==> config.mk <==
export PLATFORM = sky130hd
export DESIGN_NAME = pmem_seq
export DESIGN_NICKNAME = d
export VERILOG_FILES = /design/src/rtl/pmem_seq_pkg.sv /design/src/rtl/pmem_cycle_timer.sv /design/src/rtl/pmem_page_match.sv /design/src/rtl/pmem_seq.sv
export SDC_FILE = /design/constraint.sdc
export NUM_CORES = 1
export LEC_CHECK = 0
export ABC_CLOCK_PERIOD_IN_PS = 4000
export BUFFER_PORTS_ARGS = -buffer_cell sky130_fd_sc_hd__buf_2
export CAP_MARGIN = 40
export CORE_ASPECT_RATIO = 0.7
export CORE_MARGIN = 5
export CORE_UTILIZATION = 50
export DETAILED_ROUTE_END_ITERATION = 10
export PLACE_DENSITY = 0.84
export SLEW_MARGIN = 20
export SYNTH_ARGS = -nofsm -noshare
export SYNTH_HDL_FRONTEND = slang
export SYNTH_SLANG_ARGS = --single-unit
==> constraint.sdc <==
create_clock -name clk -period 4 [get_ports clk]
set_input_delay 0.4 -clock clk [delete_from_list [all_inputs] [get_ports clk]]
set_output_delay 0.4 -clock clk [all_outputs]
set_load 0.05 [all_outputs]
==> src/rtl/pmem_seq_pkg.sv <==
`timescale 1ns/1ps
// Shared types for the pattern memory sequencer.
// Assumes: field widths below are fixed by the register layout.
package pmem_seq_pkg;

    // Sequencer phases
    typedef enum logic [1:0] {
        SQ_IDLE  = 2'd0,
        SQ_RAND  = 2'd1,
        SQ_PAGE  = 2'd2,
        SQ_FLOAT = 2'd3
    } sq_state_t;

    localparam int FLT_W = 2;
    localparam int RND_W = 4;
    localparam int PG_W  = 3;
    localparam int CNT_W = (RND_W > PG_W) ? ((RND_W > FLT_W) ? RND_W : FLT_W)
                                          : ((PG_W > FLT_W) ? PG_W : FLT_W);

endpackage

==> src/rtl/pmem_cycle_timer.sv <==
`timescale 1ns/1ps
// Phase length counter: counts enabled clocks from zero and flags the
// first and the final clock of a phase whose last index is `limit`.
// Assumes: `limit` is stable for the whole phase; `restart` is raised
// on the clock that ends a phase (and continuously while idle).
module pmem_cycle_timer #(
    parameter int CNT_W = 4
) (
    input  logic             clk,
    input  logic             rst_n,
    input  logic             en,
    input  logic             restart,
    input  logic [CNT_W-1:0] limit,
    output logic             last,
    output logic             first
);

    logic [CNT_W-1:0] cnt_q;

    // Count enabled clocks; restart from zero at a phase boundary
    always_ff @(posedge clk) begin
        if (!rst_n) begin
            cnt_q <= '0;
        end else if (en) begin
            cnt_q <= restart ? '0 : cnt_q + 1'b1;
        end
    end

    assign last  = (cnt_q == limit);
    assign first = (cnt_q == '0);


    cnt_in_range_chk: assert property (@(posedge clk) disable iff (!rst_n)
        cnt_q <= limit);

endmodule

==> src/rtl/pmem_page_match.sv <==
`timescale 1ns/1ps
// Page comparator: reports whether a new request lies in the same page
// (same upper address bits) as the word currently on the bus.
// Assumes: callers pass only the bits above the page offset.
module pmem_page_match #(
    parameter int UW = 23
) (
    input  logic [UW-1:0] cur_upper,
    input  logic [UW-1:0] next_upper,
    output logic          same
);

    // Equality of the page numbers
    always_comb begin
        same = (cur_upper == next_upper);
    end

endmodule

==> src/rtl/pmem_seq.sv <==
`timescale 1ns/1ps
// External pattern memory cycle sequencer.
// Runs random reads, page-mode reads and writes with clock counts taken
// from the cfg_* fields, separates non-page accesses by a release period,
// and floats and freezes the bus while hiz_n is low.
// Assumes: cfg_* change only while the sequencer is idle; PAGE_BITS < AW.
module pmem_seq
    import pmem_seq_pkg::*;
#(
    parameter int AW        = 26,
    parameter int DW        = 16,
    parameter int PAGE_BITS = 3
) (
    input  logic             clk,
    input  logic             rst_n,
    input  logic             req_valid,
    output logic             req_ready,
    input  logic             req_write,
    input  logic [AW-1:0]    req_addr,
    input  logic [DW-1:0]    req_wdata,
    output logic             rsp_valid,
    output logic [DW-1:0]    rsp_rdata,
    input  logic [FLT_W-1:0] cfg_float_clks,
    input  logic [RND_W-1:0] cfg_rand_clks,
    input  logic [PG_W-1:0]  cfg_page_clks,
    input  logic             hiz_n,
    output logic [AW-1:0]    mem_addr,
    output logic             mem_addr_oe,
    output logic [DW-1:0]    mem_dq_out,
    output logic             mem_dq_oe,
    input  logic [DW-1:0]    mem_dq_in,
    output logic             mem_oe_n,
    output logic             mem_we_n,
    output logic             mem_ctl_oe
);

    localparam int UW = AW - PAGE_BITS;

    sq_state_t        st_q, st_d;
    logic [AW-1:0]    addr_q;
    logic [DW-1:0]    wdata_q;
    logic             wr_q;
    logic             rsp_valid_q;
    logic [DW-1:0]    rsp_rdata_q;
    logic [CNT_W-1:0] limit;
    logic             t_last, t_first, restart;
    logic             upper_eq, in_access, page_ok, take;

    // Phase length selection
    always_comb begin
        unique case (st_q)
            SQ_RAND:  limit = CNT_W'(cfg_rand_clks);
            SQ_PAGE:  limit = CNT_W'(cfg_page_clks);
            SQ_FLOAT: limit = CNT_W'(cfg_float_clks);
            default:  limit = '0;
        endcase
    end

    pmem_cycle_timer #(.CNT_W(CNT_W)) u_timer (
        .clk     (clk),
        .rst_n   (rst_n),
        .en      (hiz_n),
        .restart (restart),
        .limit   (limit),
        .last    (t_last),
        .first   (t_first)
    );

    pmem_page_match #(.UW(UW)) u_match (
        .cur_upper  (addr_q[AW-1:PAGE_BITS]),
        .next_upper (req_addr[AW-1:PAGE_BITS]),
        .same       (upper_eq)
    );

    assign in_access = (st_q == SQ_RAND) || (st_q == SQ_PAGE);
    assign page_ok   = in_access && t_last && !wr_q && !req_write && upper_eq;
    assign req_ready = hiz_n && ((st_q == SQ_IDLE) || page_ok);

    // Next phase and request acceptance
    always_comb begin
        st_d    = st_q;
        restart = 1'b0;
        take    = 1'b0;
        unique case (st_q)
            SQ_IDLE: begin
                restart = 1'b1;
                if (req_valid) begin
                    take = 1'b1;
                    st_d = SQ_RAND;
                end
            end
            SQ_RAND, SQ_PAGE: begin
                if (t_last) begin
                    restart = 1'b1;
                    if (page_ok && req_valid) begin
                        take = 1'b1;
                        st_d = SQ_PAGE;
                    end else begin
                        st_d = SQ_FLOAT;
                    end
                end
            end
            default: begin
                if (t_last) begin
                    restart = 1'b1;
                    st_d    = SQ_IDLE;
                end
            end
        endcase
    end

    // Phase, address and write data registers; frozen while floated
    always_ff @(posedge clk) begin
        if (!rst_n) begin
            st_q    <= SQ_IDLE;
            addr_q  <= '0;
            wdata_q <= '0;
            wr_q    <= 1'b0;
        end else if (hiz_n) begin
            st_q <= st_d;
            if (take) begin
                addr_q  <= req_addr;
                wdata_q <= req_wdata;
                wr_q    <= req_write;
            end
        end
    end

    // Read data capture on the last clock of a read beat
    always_ff @(posedge clk) begin
        if (!rst_n) begin
            rsp_valid_q <= 1'b0;
            rsp_rdata_q <= '0;
        end else begin
            rsp_valid_q <= hiz_n && in_access && t_last && !wr_q;
            if (hiz_n && in_access && t_last && !wr_q) begin
                rsp_rdata_q <= mem_dq_in;
            end
        end
    end

    assign rsp_valid   = rsp_valid_q;
    assign rsp_rdata   = rsp_rdata_q;
    assign mem_addr    = addr_q;
    assign mem_dq_out  = wdata_q;
    assign mem_addr_oe = hiz_n;
    assign mem_ctl_oe  = hiz_n;
    assign mem_dq_oe   = hiz_n && wr_q &&
                         ((st_q == SQ_RAND) || ((st_q == SQ_FLOAT) && t_first));
    assign mem_oe_n    = !(in_access && !wr_q);
    assign mem_we_n    = !((st_q == SQ_RAND) && wr_q);


    frozen_chk: assert property (@(posedge clk) disable iff (!rst_n)
        !hiz_n |=> ($stable(st_q) && $stable(addr_q)));


    page_upper_chk: assert property (@(posedge clk) disable iff (!rst_n)
        (st_q == SQ_PAGE) |-> (addr_q[AW-1:PAGE_BITS] == $past(addr_q[AW-1:PAGE_BITS])));


    rsp_after_read_chk: assert property (@(posedge clk) disable iff (!rst_n)
        rsp_valid |-> $past(!mem_oe_n && hiz_n));


    accept_strobe_chk: assert property (@(posedge clk) disable iff (!rst_n)
        (req_valid && req_ready) |=> (!mem_oe_n || !mem_we_n));


    hiz_float_chk: assert property (@(posedge clk) disable iff (!rst_n)
        !hiz_n |-> (!mem_addr_oe && !mem_dq_oe && !mem_ctl_oe && !req_ready));

endmodule

# Word level (Yosys, flattened, before mapping)
# Index checks and enable logic that the tools add are counted.
word_totals:
  register_bits: 66
  inputBits: 72
  output_inout_bits: 65
  word_cells: 55
op_classes:
  add_sub_neg: 1
  eq_ne: 7
  muxes: 13
  n_reduce_logical: 27
ops:
  columns: ["op", "count"]
  rows:
  - ["== test 23 bit", 1]
  - ["logical AND 1 bit", 14]
  - ["one-hot mux 4 bit (3 select lines)", 1]
  - ["two-way mux 1 bit", 6]
  - ["two-way mux 2 bit", 3]
  - ["adder 4 x 1 -> 4 bit (second input constant)", 1]
  - ["== test 2 bit (second input constant)", 2]
  - ["== test 4 bit", 1]
  - ["logical NOT 1 bit", 4]
  - ["logical NOT 4 bit", 1]
  - ["two-way mux 4 bit", 1]
  - ["!= test 2 bit (second input constant)", 2]
  - ["one-hot mux 2 bit (2 select lines)", 1]
  - ["AND reduction 4 bit", 1]
  - ["logical OR 1 bit", 3]
  - ["== test 2 x 1 -> 1 bit (second input constant)", 1]
  - ["logical NOT 2 bit", 1]
  - ["one-hot mux 1 bit (2 select lines)", 1]
  - ["AND reduction 2 bit", 1]
  - ["nonzero test 2 bit", 1]
  - ["OR reduction 2 bit", 1]

# Longest topological paths before layout
# Gate-level depths: netlist of run 1.
depth:
  ltp_word: 12
  ltp_mapped: 10

# Modules after synthesis
# A second synthesis of run 1 with hierarchy kept.
unflattened:
  hier_cells: 363
  hier_area_um2: 3209.3
by_module_without_submodules:
  columns: ["module", "n_inst", "cells_each", "area_each_um2", "seq_area_each_um2"]
  rows:
  - ["pmem_seq", 1, 302, 2695.1, 1241.2]
  - ["pmem_cycle_timer", 1, 30, 260.2, 80.1]
  - ["pmem_page_match", 1, 31, 254.0, 0.0]

# Worst setup path before layout of run 1
# Ideal clock, no wire load.
synth_path:
  path_kind: "reg2out"
  start: "register st_q[0]"
  end: "output port req_ready"
  arrival_time_ps: 2781
  required_time_ps: 3600
  path_slack_ps: 819
  stages_incl_launch_ff: 10
  n_path_buf: 2
  cell_sequence: "dfxtp_1 -> inv_1 -> ha_1 -> nand2b_1 -> nor2_1 -> or4b_4 -> and4bb_4 -> buf_6 -> buf_6 -> or2_2"
synth_via:
  elab_chain_len: 9
synth_lines:
  columns: ["item", "line", "rtl"]
  rows:
  - ["from (decl)", "pmem_seq.sv:39", "sq_state_t st_q, st_d;"]
  - ["from (signal assigned)", "pmem_seq.sv:120", "st_q <= st_d;"]
  - ["== test 2 bit (tied with other cells)", "pmem_seq.sv:51", "unique case (st_q)"]
  - ["one-hot mux 4 bit (3 select lines)", "pmem_seq.sv:51", null]
  - ["== test 4 bit", "pmem_cycle_timer.sv:29", "assign last = (cnt_q == limit);"]
  - ["logical AND 1 bit (4 in series)", "pmem_seq.sv:76", "assign page_ok = in_access && t_last && !wr_q && !req_write && upper_eq;"]
  - ["logical OR 1 bit (*)", "pmem_seq.sv:77", "assign req_ready = hiz_n && ((st_q == SQ_IDLE) || page_ok);"]
  - ["logical AND 1 bit (*)", "pmem_seq.sv:77", null]
  - ["to (decl)", "pmem_seq.sv:17", "output logic req_ready,"]
# Every way passes the cells marked *; elsewhere a longest branch is shown, timed or not.

# Final worst setup path of run 1
# Same ends and word-level chain as after synthesis.

==> flow_summary.rst, run 1 <==
.. list-table::
   :header-rows: 1

   * - Metric
     - Value
   * - TritonCTS clock tree
     - done
   * - Seq cells post-synth
     - 66
   * - Switching fraction of total power
     - 0.438
   * - Effective utilization at floorplan
     - 0.510
   * - Fraction of power consumed by the clock network
     - 0.234
   * - Worst hold path type
     - in2reg
   * - Maximum VDD drop
     - 0.320 mV
   * - Final setup violating endpoints
     - 0
   * - Top cells by area, synth
     - dfxtp_1 42%, a32o_1 7.3%, xnor2_1 6.1%
   * - Level count of the clock H-tree
     - 3
   * - Series of cell instances along the critical path
     - inv_1, ha_1, a222oi_1, or4b_1, o211a_1, and4bb_4, or2_2, buf_2
   * - Slew of the pin with the lowest slew margin
     - 831 ps
   * - Placed instance count
     - 517
   * - Maximum cell stage delay along the critical path
     - 520 ps
   * - Number of instances resized during post-cts repair
     - 0
   * - Die ar.
     - 0.00803 sq mm
   * - Hold Buf Count CTS
     - 0
   * - Number of flops mapped to enable cells by yosys
     - 0
   * - Post-CTS Setup Repair Bufs
     - 0
   * - Adder and majority cell fraction of the synthesized area
     - 0.0317
   * - Compound-cell area share of the yosys netlist
     - 0.253
   * - CTS sink count
     - 66
   * - Fraction of final layout cells with drive strength greater than 1
     - 0.365
   * - N_diodes
     - 0
   * - Leftover overflow at the end of global routing
     - 0
   * - Final TNS setup
     - 0 ps
   * - Period minus WS final
     - 3560 ps
   * - Area added between synthesis and finish
     - 27.5%
   * - Top FF cell, synth
     - dfxtp_1
   * - Floorplan die width
     - 105 um
   * - Sequential-to-total area share from yosys stat
     - 0.419
   * - Met2 Wirelength
     - 4210 um
   * - Number of antenna violations at the first check in global routing
     - 0
   * - Fraction of post-synthesis cell area in the top cell type by area
     - 0.419
   * - Outcome
     - finished clean
   * - Reported net switching power
     - between 1000 and 1500 uW
   * - Via count of the first global-routing pass
     - between 2000 and 3000
   * - Total number of placement rows
     - 24
   * - Synthesis Warnings
     - 0
   * - Number of buffer and inverter stages on the critical path
     - 2
   * - Total of fill cells in the finished design
     - 521
   * - Power Internal
     - 1370 uW
   * - Clock transition at path regs
     - 80 ps
   * - Multiplexer fraction of the synthesized cell area
     - 0.0539
   * - Longest Clk Path Bufs
     - 2
   * - DRC Markers
     - 0
   * - Data arrival, critical path
     - 3160 ps
   * - RSZ-0062 raised after global routing
     - no
   * - Power Density
     - 607 mW/mm^2
   * - Max transition margin
     - 0.446
   * - Portion of the clock cycle consumed by the worst path in the final layout
     - 0.889
   * - Max FO, Critical Path
     - 21
   * - Routed wire per std cell
     - around 16 um
   * - IO buf count
     - 136
   * - Max Clock Skew
     - 10.5 ps
   * - Number of buffers inserted during clock tree synthesis
     - 9
   * - Combinational family with the most area after synthesis
     - compound AO/OA/AOI/OAI gates
   * - Crit Path Category
     - reg2out
   * - Fmax
     - 0.281 GHz
   * - Uppermost routed layer
     - met4
   * - MaxCap Viol Count
     - 0
   * - Root buffer cell
     - clkbuf_8
   * - Synth Net Count
     - 402
   * - Total routing resource utilization after global routing
     - 0.212
   * - Total count of max-transition violations in the final report
     - 0
   * - Post-layout instance count excluding filler cells
     - 533
   * - Drt first pass iters
     - 5
   * - Total count of hold-check failures in the final report
     - 0
   * - Largest net degree at the start of global routing
     - between 40 and 50
   * - Most area-hungry cell type in the Yosys netlist
     - dfxtp_1
   * - Average via count per standard cell
     - 5.65
   * - Die Y-Extent
     - 76.5 um
   * - Count of different cell masters after synthesis
     - 45
   * - Synthesized instance count
     - around 320
   * - Std-Cell Core Area
     - between 0.006 and 0.007 sq mm
   * - Cell area after synthesis
     - 0.00316 sq mm
   * - Synth Area per Inst
     - ~10 sq um
   * - Fraction of registers with async set/reset
     - 0
   * - Worst path top cell family by delay
     - simple AND/OR/NAND/NOR gates
   * - Leak
     - ~0.0017 uW
   * - Combinational fraction of design power
     - 0.432
   * - Via Count
     - 3011
   * - Parity-gate share of the synthesized area counting xor and xnor cells
     - 0.0666
   * - Routability Congestion
     - 0.844
   * - Detailed route wirelength on metal3
     - 621 um
   * - CP Data Required Time
     - 3600 ps
   * - Detailed-placement wirelength estimate
     - 6330 um
   * - Remaining antenna violation count
     - 0
   * - 1st-iter DRT viols
     - 180
   * - Wirelength, routed
     - 8790 um
   * - Sequential share of power
     - 0.334
   * - Worst skew pair latency
     - 350 ps
   * - First-pass GRT wire length
     - around 14000 um
   * - Number of nets at the end of the flow
     - between 500 and 600
   * - Startpoint types
     - flop
   * - Cell with the largest stage delay on the worst path
     - and4bb_4
   * - DRT met1 WL
     - 3860 um
   * - Num ports
     - ~140
   * - Post-Synth Simple-Gate Area
     - 0.117
   * - Critical path capture point type
     - primary output
-- area by class of cell --
| type | count | area [sq um] | share of cell area |
|---|---|---|---|
| flip-flops and latches | 66 | 1320 | 0.328 |
| repair buffers | 141 | 722 | 0.179 |
| well taps | 78 | 97.6 | 0.0243 |
| clock buffers | 10 | 138 | 0.0342 |
| multi-input cells | 224 | 1650 | 0.410 |
| clock inverters | 6 | 66.3 | 0.0165 |
| inverters | 8 | 30.0 | 0.00746 |
-- kinds of logic (layout without fill, tap and decap cells) --
group | after synthesis | in the layout
adders and majority gates | 8 | 8
buffers and inverters | 32 | 165
muxes | 17 | 17
DFF | 66 | 66
AOI/OAI and AO/OA | 103 | 103
and+or+nand+nor | 72 | 72
xor gates and xnor gates | 24 | 24
-- cells in the mapped netlist, drive strengths merged (3+ instances only) --
cell     n
o21ai    3
nand2   14
buf     13
o31ai   18
xnor2   22
nor2    26
a21oi   23
ha       8
clkbuf  11
nand4    7
nand3    6
inv      7
o211ai  20
a32o    23
dfxtp   66
a31oi    5
mux2i   17
nor3     3
-- path summary, 6_finish.rpt --
check           startpoint            end  slack, ps  cells after the start
max                st_q[0]      req_ready        440                      8
min           req_addr[22]   mem_addr[22]        290                      2
max reg2reg        st_q[0]   mem_addr[12]        860                      8
min reg2reg  mem_dq_out[0]  mem_dq_out[0]        470                      2
-- power groups by stage --
stage | Sequential [uW] | Clock [uW] | Combinational [uW]
final | 816 | 571 | 1050
after global routing | 826 | 618 | 1120
after CTS | 815 | 586 | 1050
after detailed placement | 830 | 0 | 1050
after global placement | 823 | 0 | 1020
after floorplan | 1110 | 0 | 526
-- worst register-to-register path, cell delays in order, from the launching register on --
cell	delay, ps
dfxtp_1	440
inv_1	120
ha_1	260
a222oi_1	360
or4b_1	500
o211a_1	190
and4bb_4	520
o21ai_4	240
a32o_1	380
-- layout by cell type (no fill, tap or decap), types with 2 or more instances in the layout --
master      synthesis  final
a22oi_1             2      2
nand3_1             6      6
dfxtp_1            66     66
nor2_1             24     24
nand4_1             7      7
o21ai_0             2      2
nand2b_1            2      2
a222oi_1            2      2
o31ai_1            18     18
a32o_1             23     23
mux2i_1            17     17
nand2_1            14     14
nor2_2              2      2
xor2_1              2      2
xnor2_1            22     22
clkinvlp_4          0      3
or3_1               2      2
a21oi_1            23     23
or2_2               2      2
inv_1               7      7
nor3_1              3      3
o211ai_1           20     20
buf_2               4    136
buf_4               2      4
clkbuf_8            0     10
nor4_1              2      2
nor2b_1             2      2
a31oi_1             4      4
ha_1                8      8
-- metal layers --
metal,vias to the layer above,global-route usage
li1,1474,-
met5,-,0
met3,8,0.0601
met2,126,0.342
met1,1403,0.276
met4,0,0.0639
-- registers in the layout, summed over array words and instances (netlist names) --
name           cells
mem_addr          26
st_q               2
rsp_rdata         16
mem_dq_out        16
u_timer.cnt_q      4
wr_q               1
rsp_valid          1
-- stage by stage --
step	worst slack, ps	util	hold WS, ps	power (uW)	area [sq um]
floorplan	819	-	470	1630	3160
global placement	923	0.616	447	1840	3810
detailed placement	840	0.618	460	1880	3820
CTS	442	0.650	276	2460	4020
global route	269	0.650	284	2570	4020
finish	445	0.650	289	2440	4020
No activity file was read; power rests on OpenSTA's default activity.
==> inputs of run 2 (changes only) <==
BUFFER_PORTS_ARGS = unset   (was -buffer_cell sky130_fd_sc_hd__buf_2)
DONT_BUFFER_PORTS = 1   (was unset)
PLACE_DENSITY = unset   (was 0.84)
==> flow_summary.rst, run 2 (same netlist as run 1, synthesis figures left out) <==
.. list-table::
   :header-rows: 1

   * - Metric
     - Value
   * - First-pass GRT wire length
     - 12400 um (was 14200 um)
   * - Crit Path Category
     - reg2out (unchanged)
   * - Worst skew pair latency
     - 340 ps (was 350 ps)
   * - Largest net degree at the start of global routing
     - 43 (was 41)
   * - CTS sink count
     - 66 (unchanged)
   * - Series of cell instances along the critical path
     - inv_1, ha_1, nand2b_1, buf_4, nor2_1, or4b_4, and4bb_4, or2_2 (was inv_1, ha_1, a222oi_1, or4b_1, o211a_1, and4bb_4, or2_2, buf_2)
   * - Num ports
     - 137 (unchanged)
   * - Final TNS setup
     - 0 ps (unchanged)
   * - Leftover overflow at the end of global routing
     - 0 (unchanged)
   * - Level count of the clock H-tree
     - 3 (unchanged)
   * - Slew of the pin with the lowest slew margin
     - 723 ps (was 831 ps)
   * - Commonest non-fill, non-tap cell in the layout
     - dfxtp_1 (was buf_2)
   * - Std-Cell Core Area
     - 0.00619 sq mm (unchanged)
   * - Detailed-placement wirelength estimate
     - 5590 um (was 6330 um)
   * - Hold slack final
     - 185 ps (was 289 ps)
   * - Cell with the largest stage delay on the worst path
     - and4bb_4 (unchanged)
   * - Die Y-Extent
     - 76.5 um (unchanged)
   * - Worst path top cell family by delay
     - simple AND/OR/NAND/NOR gates (unchanged)
   * - Placed instance count
     - 383 (was 517)
   * - RSZ-0062 raised after global routing
     - no (unchanged)
   * - Period minus WS final
     - 3500 ps (was 3560 ps)
   * - Root buffer cell
     - clkbuf_8 (unchanged)
   * - Number of buffers inserted during clock tree synthesis
     - 9 (unchanged)
   * - Switching fraction of total power
     - 0.427 (was 0.438)
   * - 1st-iter DRT viols
     - 167 (was 180)
   * - Fraction of final layout cells with drive strength greater than 1
     - 0.102 (was 0.365)
   * - Worst hold path type
     - in2reg (unchanged)
   * - Data arrival, critical path
     - 3100 ps (was 3160 ps)
   * - Total of fill cells in the finished design
     - 574 (was 521)
   * - Remaining antenna violation count
     - 0 (unchanged)
   * - Effective utilization at floorplan
     - 0.510 (unchanged)
   * - Max FO, Critical Path
     - 21 (unchanged)
   * - Post-layout instance count excluding filler cells
     - 400 (was 533)
   * - Startpoint types
     - flop (unchanged)
   * - Critical path capture point type
     - primary output (unchanged)
   * - Drt first pass iters
     - 4 (was 5)
   * - Wirelength, routed
     - 7850 um (was 8790 um)
   * - Die ar.
     - 0.00803 sq mm (unchanged)
   * - TritonCTS clock tree
     - done (unchanged)
   * - Number of antenna violations at the first check in global routing
     - 0 (unchanged)
   * - Final setup slack of the worst path
     - 499 ps (was 445 ps)
   * - Number of nets at the end of the flow
     - 397 (was 530)
   * - Clock transition at path regs
     - 70 ps (was 80 ps)
   * - Area added between synthesis and finish
     - 7.53% (was 27.5%)
   * - CP Data Required Time
     - 3600 ps (about the same)
   * - Outcome
     - finished clean (unchanged)
   * - Portion of the clock cycle consumed by the worst path in the final layout
     - 0.875 (was 0.889)
   * - Routability Congestion
     - 0.866 (was 0.844)
   * - Power Density
     - 699 mW/mm^2 (was 607 mW/mm^2)
   * - Post-CTS Setup Repair Bufs
     - 0 (unchanged)
   * - Number of instances resized during post-cts repair
     - 0 (unchanged)
   * - Sequential share of power
     - 0.468 (was 0.334)
   * - Floorplan die width
     - 105 um (unchanged)
   * - Longest Clk Path Bufs
     - 2 (unchanged)
   * - Final setup violating endpoints
     - 0 (unchanged)
   * - Hold Buf Count CTS
     - 0 (unchanged)
   * - Max Clock Skew
     - 4.21 ps (was 10.5 ps)
   * - Via count of the first global-routing pass
     - 2266 (was 2877)
   * - Routed wire per std cell
     - 19.6 um (was 16.5 um)
   * - DRC Markers
     - 0 (unchanged)
   * - Fmax
     - 0.286 GHz (was 0.281 GHz)
   * - Number of buffer and inverter stages on the critical path
     - 2 (unchanged)
   * - Final standard cell utilization of the core
     - 0.549 (was 0.650)
   * - Pre-CTS setup slack
     - 887 ps (was 840 ps)
   * - Maximum VDD drop
     - 0.304 mV (was 0.320 mV)
   * - Reported net switching power
     - 1010 uW (was 1070 uW)
   * - Power Internal
     - 1360 uW (was 1370 uW)
   * - Commonest cells after routing, fill and taps aside
     - 66 x dfxtp_1, 24 x nor2_1, 23 x a21oi_1, 23 x a32o_1, 22 x xnor2_1 (was 136 x buf_2, 66 x dfxtp_1, 24 x nor2_1)
   * - Via Count
     - 2479 (was 3011)
   * - Max FFs per register
     - 26 (unchanged)
   * - Total number of placement rows
     - 24 (unchanged)
   * - IO buf count
     - 0 (was 136)
   * - Total count of max-transition violations in the final report
     - 0 (unchanged)
   * - Combinational fraction of design power
     - 0.268 (was 0.432)
   * - N_diodes
     - 0 (unchanged)
   * - Average via count per standard cell
     - 6.20 (was 5.65)
   * - Total count of hold-check failures in the final report
     - 0 (unchanged)
   * - Fraction of power consumed by the clock network
     - 0.264 (was 0.234)
   * - Total routing resource utilization after global routing
     - 0.190 (was 0.212)
   * - Max transition margin
     - 0.514 (was 0.446)
   * - Maximum cell stage delay along the critical path
     - 540 ps (was 520 ps)
   * - Leak
     - 0.00113 uW (was 0.00172 uW)
   * - MaxCap Viol Count
     - 0 (unchanged)
-- run 2: metrics by stage --
step	instance area (sq um)	total power, uW
after global placement	3140	1750
after global routing	3390	2500
after CTS	3380	2390
after floorplan	3160	1630
final	3390	2370
after detailed placement	3150	1760
-- run 2: worst paths after layout --
path	startpoint	to	slack, ps	cells past startpoint
setup / recovery	st_q[0]	req_ready	500	8
hold reg to reg	u_timer.cnt_q[0]	u_timer.cnt_q[0]	550	2
hold / removal	req_addr[25]	mem_addr[25]	180	1
setup reg to reg	st_q[0]	mem_addr[23]	890	9
-- run 2: cell type report --
type / instances / area (sq um) / share of cell area
multi-input cells: 224 / 1650 / 0.486
repair buffers: 8 / 67.6 / 0.0199
inverters: 8 / 30.0 / 0.00885
clock inverters: 6 / 90.1 / 0.0265
well taps: 78 / 97.6 / 0.0288
clock buffers: 10 / 138 / 0.0406
flip-flops and latches: 66 / 1320 / 0.389
-- run 2: power groups by stage --
stage	registers, uW	logic (uW)	clock network [uW]
4_1_cts	1110	632	644
3_5_place_dp	1130	628	0
6_report	1110	635	627
5_1_grt	1120	697	680
2_1_floorplan	1110	526	0
3_3_place_gp	1130	622	0
-- run 2: layer usage --
| metal | wire length, um | share of wire | up-vias | GRT usage |
|---|---|---|---|---|
| met5 | 0 | 0 | - | 0 |
| met4 | 48 | 0.0061 | 0 | 0.0498 |
| met3 | 816 | 0.10 | 5 | 0.0965 |
| met2 | 3290 | 0.42 | 98 | 0.259 |
| met1 | 3700 | 0.47 | 1172 | 0.264 |
| li1 | - | - | 1204 | - |
-- run 2: worst register-to-register path, cell delays in order (launching register included) --
cell      delay (ps)
dfxtp_1          440
inv_1            120
ha_1             390
nand2b_1          70
buf_4            190
nor2_1           160
or4b_4           500
and4bb_4         540
o21ai_4          250
a32o_1           350
==> inputs of run 3 (changes only) <==
SETUP_SLACK_MARGIN = 0.5   (was unset)
==> flow_summary.rst, run 3 (same netlist as run 1, synthesis figures left out) <==
.. list-table::
   :header-rows: 1

   * - Metric
     - Value
   * - Worst Hold Path Cells
     - 1 (unchanged)
   * - Number of antenna violations at the first check in global routing
     - 0 (unchanged)
   * - Number of nets at the end of the flow
     - 402 (was 397)
   * - Level count of the clock H-tree
     - 3 (unchanged)
   * - Fmax
     - 0.304 GHz (was 0.286 GHz)
   * - MaxCap Viol Count
     - 0 (unchanged)
   * - Commonest cells after routing, fill and taps aside
     - 66 x dfxtp_1, 24 x nor2_1, 23 x a21oi_1, 23 x a32o_1, 22 x xnor2_1 (unchanged)
   * - DRC Markers
     - 0 (unchanged)
   * - Total count of max-transition violations in the final report
     - 0 (unchanged)
   * - Total count of hold-check failures in the final report
     - 0 (unchanged)
   * - Num ports
     - 137 (unchanged)
   * - Floorplan die width
     - 105 um (unchanged)
   * - Critical path capture point type
     - primary output (unchanged)
   * - Detailed-placement wirelength estimate
     - 5590 um (unchanged)
   * - Pre-CTS setup slack
     - 887 ps (unchanged)
   * - Leak
     - 0.00116 uW (was 0.00113 uW)
   * - IO buf count
     - 0 (unchanged)
   * - Multi-input logic area
     - 0.00166 sq mm (was 0.00165 sq mm)
   * - Total routing resource utilization after global routing
     - 0.191 (was 0.190)
   * - Routed wire per std cell
     - 20.1 um (was 19.6 um)
   * - Via count of the first global-routing pass
     - 2271 (was 2266)
   * - CTS sink count
     - 66 (unchanged)
   * - Period minus WS final
     - 3290 ps (was 3500 ps)
   * - Slew of the pin with the lowest slew margin
     - 850 ps (was 723 ps)
   * - Worst reg-to-reg path cell count
     - 9 (unchanged)
   * - Average via count per standard cell
     - 6.28 (was 6.20)
   * - FF-to-FF Start
     - st_q[0] (unchanged)
   * - Final setup violating endpoints
     - 0 (unchanged)
   * - 1st-iter DRT viols
     - 165 (was 167)
   * - Portion of the clock cycle consumed by the worst path in the final layout
     - 0.821 (was 0.875)
   * - Largest net degree at the start of global routing
     - 43 (unchanged)
   * - Clock transition at path regs
     - 70 ps (about the same)
   * - Leftover overflow at the end of global routing
     - 0 (unchanged)
   * - CP Data Required Time
     - 3600 ps (about the same)
   * - Area added between synthesis and finish
     - 8.96% (was 7.53%)
   * - Maximum cell stage delay along the critical path
     - 500 ps (was 540 ps)
   * - Max FFs per register
     - 26 (unchanged)
   * - Outcome
     - finished clean (unchanged)
   * - Cell with the largest stage delay on the worst path
     - or4b_1 (was and4bb_4)
   * - Die ar.
     - 0.00803 sq mm (unchanged)
   * - Final standard cell utilization of the core
     - 0.556 (was 0.549)
   * - Final TNS setup
     - 0 ps (unchanged)
   * - Worst skew pair latency
     - 330 ps (was 340 ps)
   * - DRT met1 WL
     - 3730 um (was 3700 um)
   * - Commonest non-fill, non-tap cell in the layout
     - dfxtp_1 (unchanged)
   * - Sequential cell area
     - 0.00132 sq mm (unchanged)
   * - Wirelength, routed
     - 8140 um (was 7850 um)
   * - End of the worst register-to-register path
     - mem_addr[17] (was mem_addr[23])
   * - Routability Congestion
     - 0.866 (unchanged)
   * - Slack of the worst reg-to-reg path
     - 810 ps (was 890 ps)
   * - Maximum VDD drop
     - 0.304 mV (about the same)
   * - Detailed route wirelength on metal3
     - 936 um (was 816 um)
   * - Power Density
     - 693 mW/mm^2 (was 699 mW/mm^2)
   * - Total of fill cells in the finished design
     - 571 (was 574)
   * - First-pass GRT wire length
     - 12400 um (about the same)
   * - Series of cell instances along the critical path
     - inv_1, ha_1, a222oi_1, or4b_1, o211a_1, and4bb_4, or2_4 (was inv_1, ha_1, nand2b_1, buf_4, nor2_1, or4b_4, and4bb_4, or2_2)
   * - TritonCTS clock tree
     - done (unchanged)
   * - Die Y-Extent
     - 76.5 um (unchanged)
   * - Worst hold path type
     - in2reg (unchanged)
   * - Fraction of final layout cells with drive strength greater than 1
     - 0.116 (was 0.102)
   * - RSZ-0062 raised after global routing
     - no (unchanged)
   * - Effective utilization at floorplan
     - 0.510 (unchanged)
   * - Drt first pass iters
     - 4 (unchanged)
   * - Capturing element of the worst setup path
     - req_ready (unchanged)
   * - Post-layout instance count excluding filler cells
     - 405 (was 400)
   * - N_diodes
     - 0 (unchanged)
   * - Remaining antenna violation count
     - 0 (unchanged)
   * - Crit Path Category
     - reg2out (unchanged)
   * - Uppermost routed layer
     - met4 (unchanged)
   * - Root buffer cell
     - clkbuf_8 (unchanged)
   * - Total number of placement rows
     - 24 (unchanged)
   * - Max Clock Skew
     - 6.53 ps (was 4.21 ps)
   * - Number of buffers inserted during clock tree synthesis
     - 9 (unchanged)
   * - Std-Cell Core Area
     - 0.00619 sq mm (unchanged)
   * - Via Count
     - 2543 (was 2479)
   * - Max transition margin
     - 0.428 (was 0.514)
   * - Data arrival, critical path
     - 2890 ps (was 3100 ps)
   * - Max FO, Critical Path
     - 6 (was 21)
   * - Met2 Wirelength
     - 3420 um (was 3290 um)
   * - Longest Clk Path Bufs
     - 2 (unchanged)
   * - Worst setup path startpoint
     - st_q[0] (unchanged)
   * - Final setup slack of the worst path
     - 715 ps (was 499 ps)
   * - Startpoint types
     - flop (unchanged)
   * - Placed instance count
     - 383 (unchanged)
   * - Final Power
     - 2380 uW (was 2370 uW)
   * - Hold Buf Count CTS
     - 0 (unchanged)
==> run 3: power by group <==
part | internal (uW) | switching [uW] | leakage [uW]
Sequential | 750 | 361 | 0.000537
Clock | 369 | 256 | 0.000112
Combinational | 246 | 399 | 0.000510
Total | 1360 | 1020 | 0.00116
==> run 3: stage by stage <==
stage	hold slack, ps	cell area (sq um)
floorplan	470	3160
global placement	523	3140
detailed placement	531	3150
CTS	170	3380
global route	160	3440
finish	187	3440
==> run 3: worst max-delay path, delay by kind of cell, from the launching register on <==
kind                     cells  cell delay, ps
AO/OA/AOI/OAI                2             600
adder cells (fa/ha/maj)      1             260
buffers and inverters        1             120
flip-flops                   1             440
AND/OR/NAND/NOR              3            1140
==> run 3: worst min path at each step <==
| stage | from | to |
|---|---|---|
| after floorplan | wr_q | wr_q |
| after global placement | u_timer.cnt_q[3] | u_timer.cnt_q[3] |
| after detailed placement | req_addr[6] | mem_addr[6] |
| after CTS | req_addr[14] | mem_addr[14] |
| after global routing | req_addr[4] | mem_addr[4] |
| final | req_addr[9] | mem_addr[9] |
==> run 3: area by class of cell <==
cell class,count,share of cell area
clock buffers,10,0.0400
clock inverters,6,0.0262
inverters,8,0.00873
multi-input cells,225,0.484
flip-flops and latches,66,0.384
well taps,78,0.0284
repair buffers,12,0.0284
==> run 3: metal layers <==
metal  GRT usage  vias up
li1            -     1215
met1       0.265     1194
met2       0.260      130
met3      0.0965        4
met4      0.0498        0
met5           0        -
==> run 3: what timing repair did <==
action,in CTS,in global routing
pin swaps,0,1
gates resized for setup,1,0
gates cloned,0,1
endpoints found under the setup margin,1,1
buffers inserted,0,4
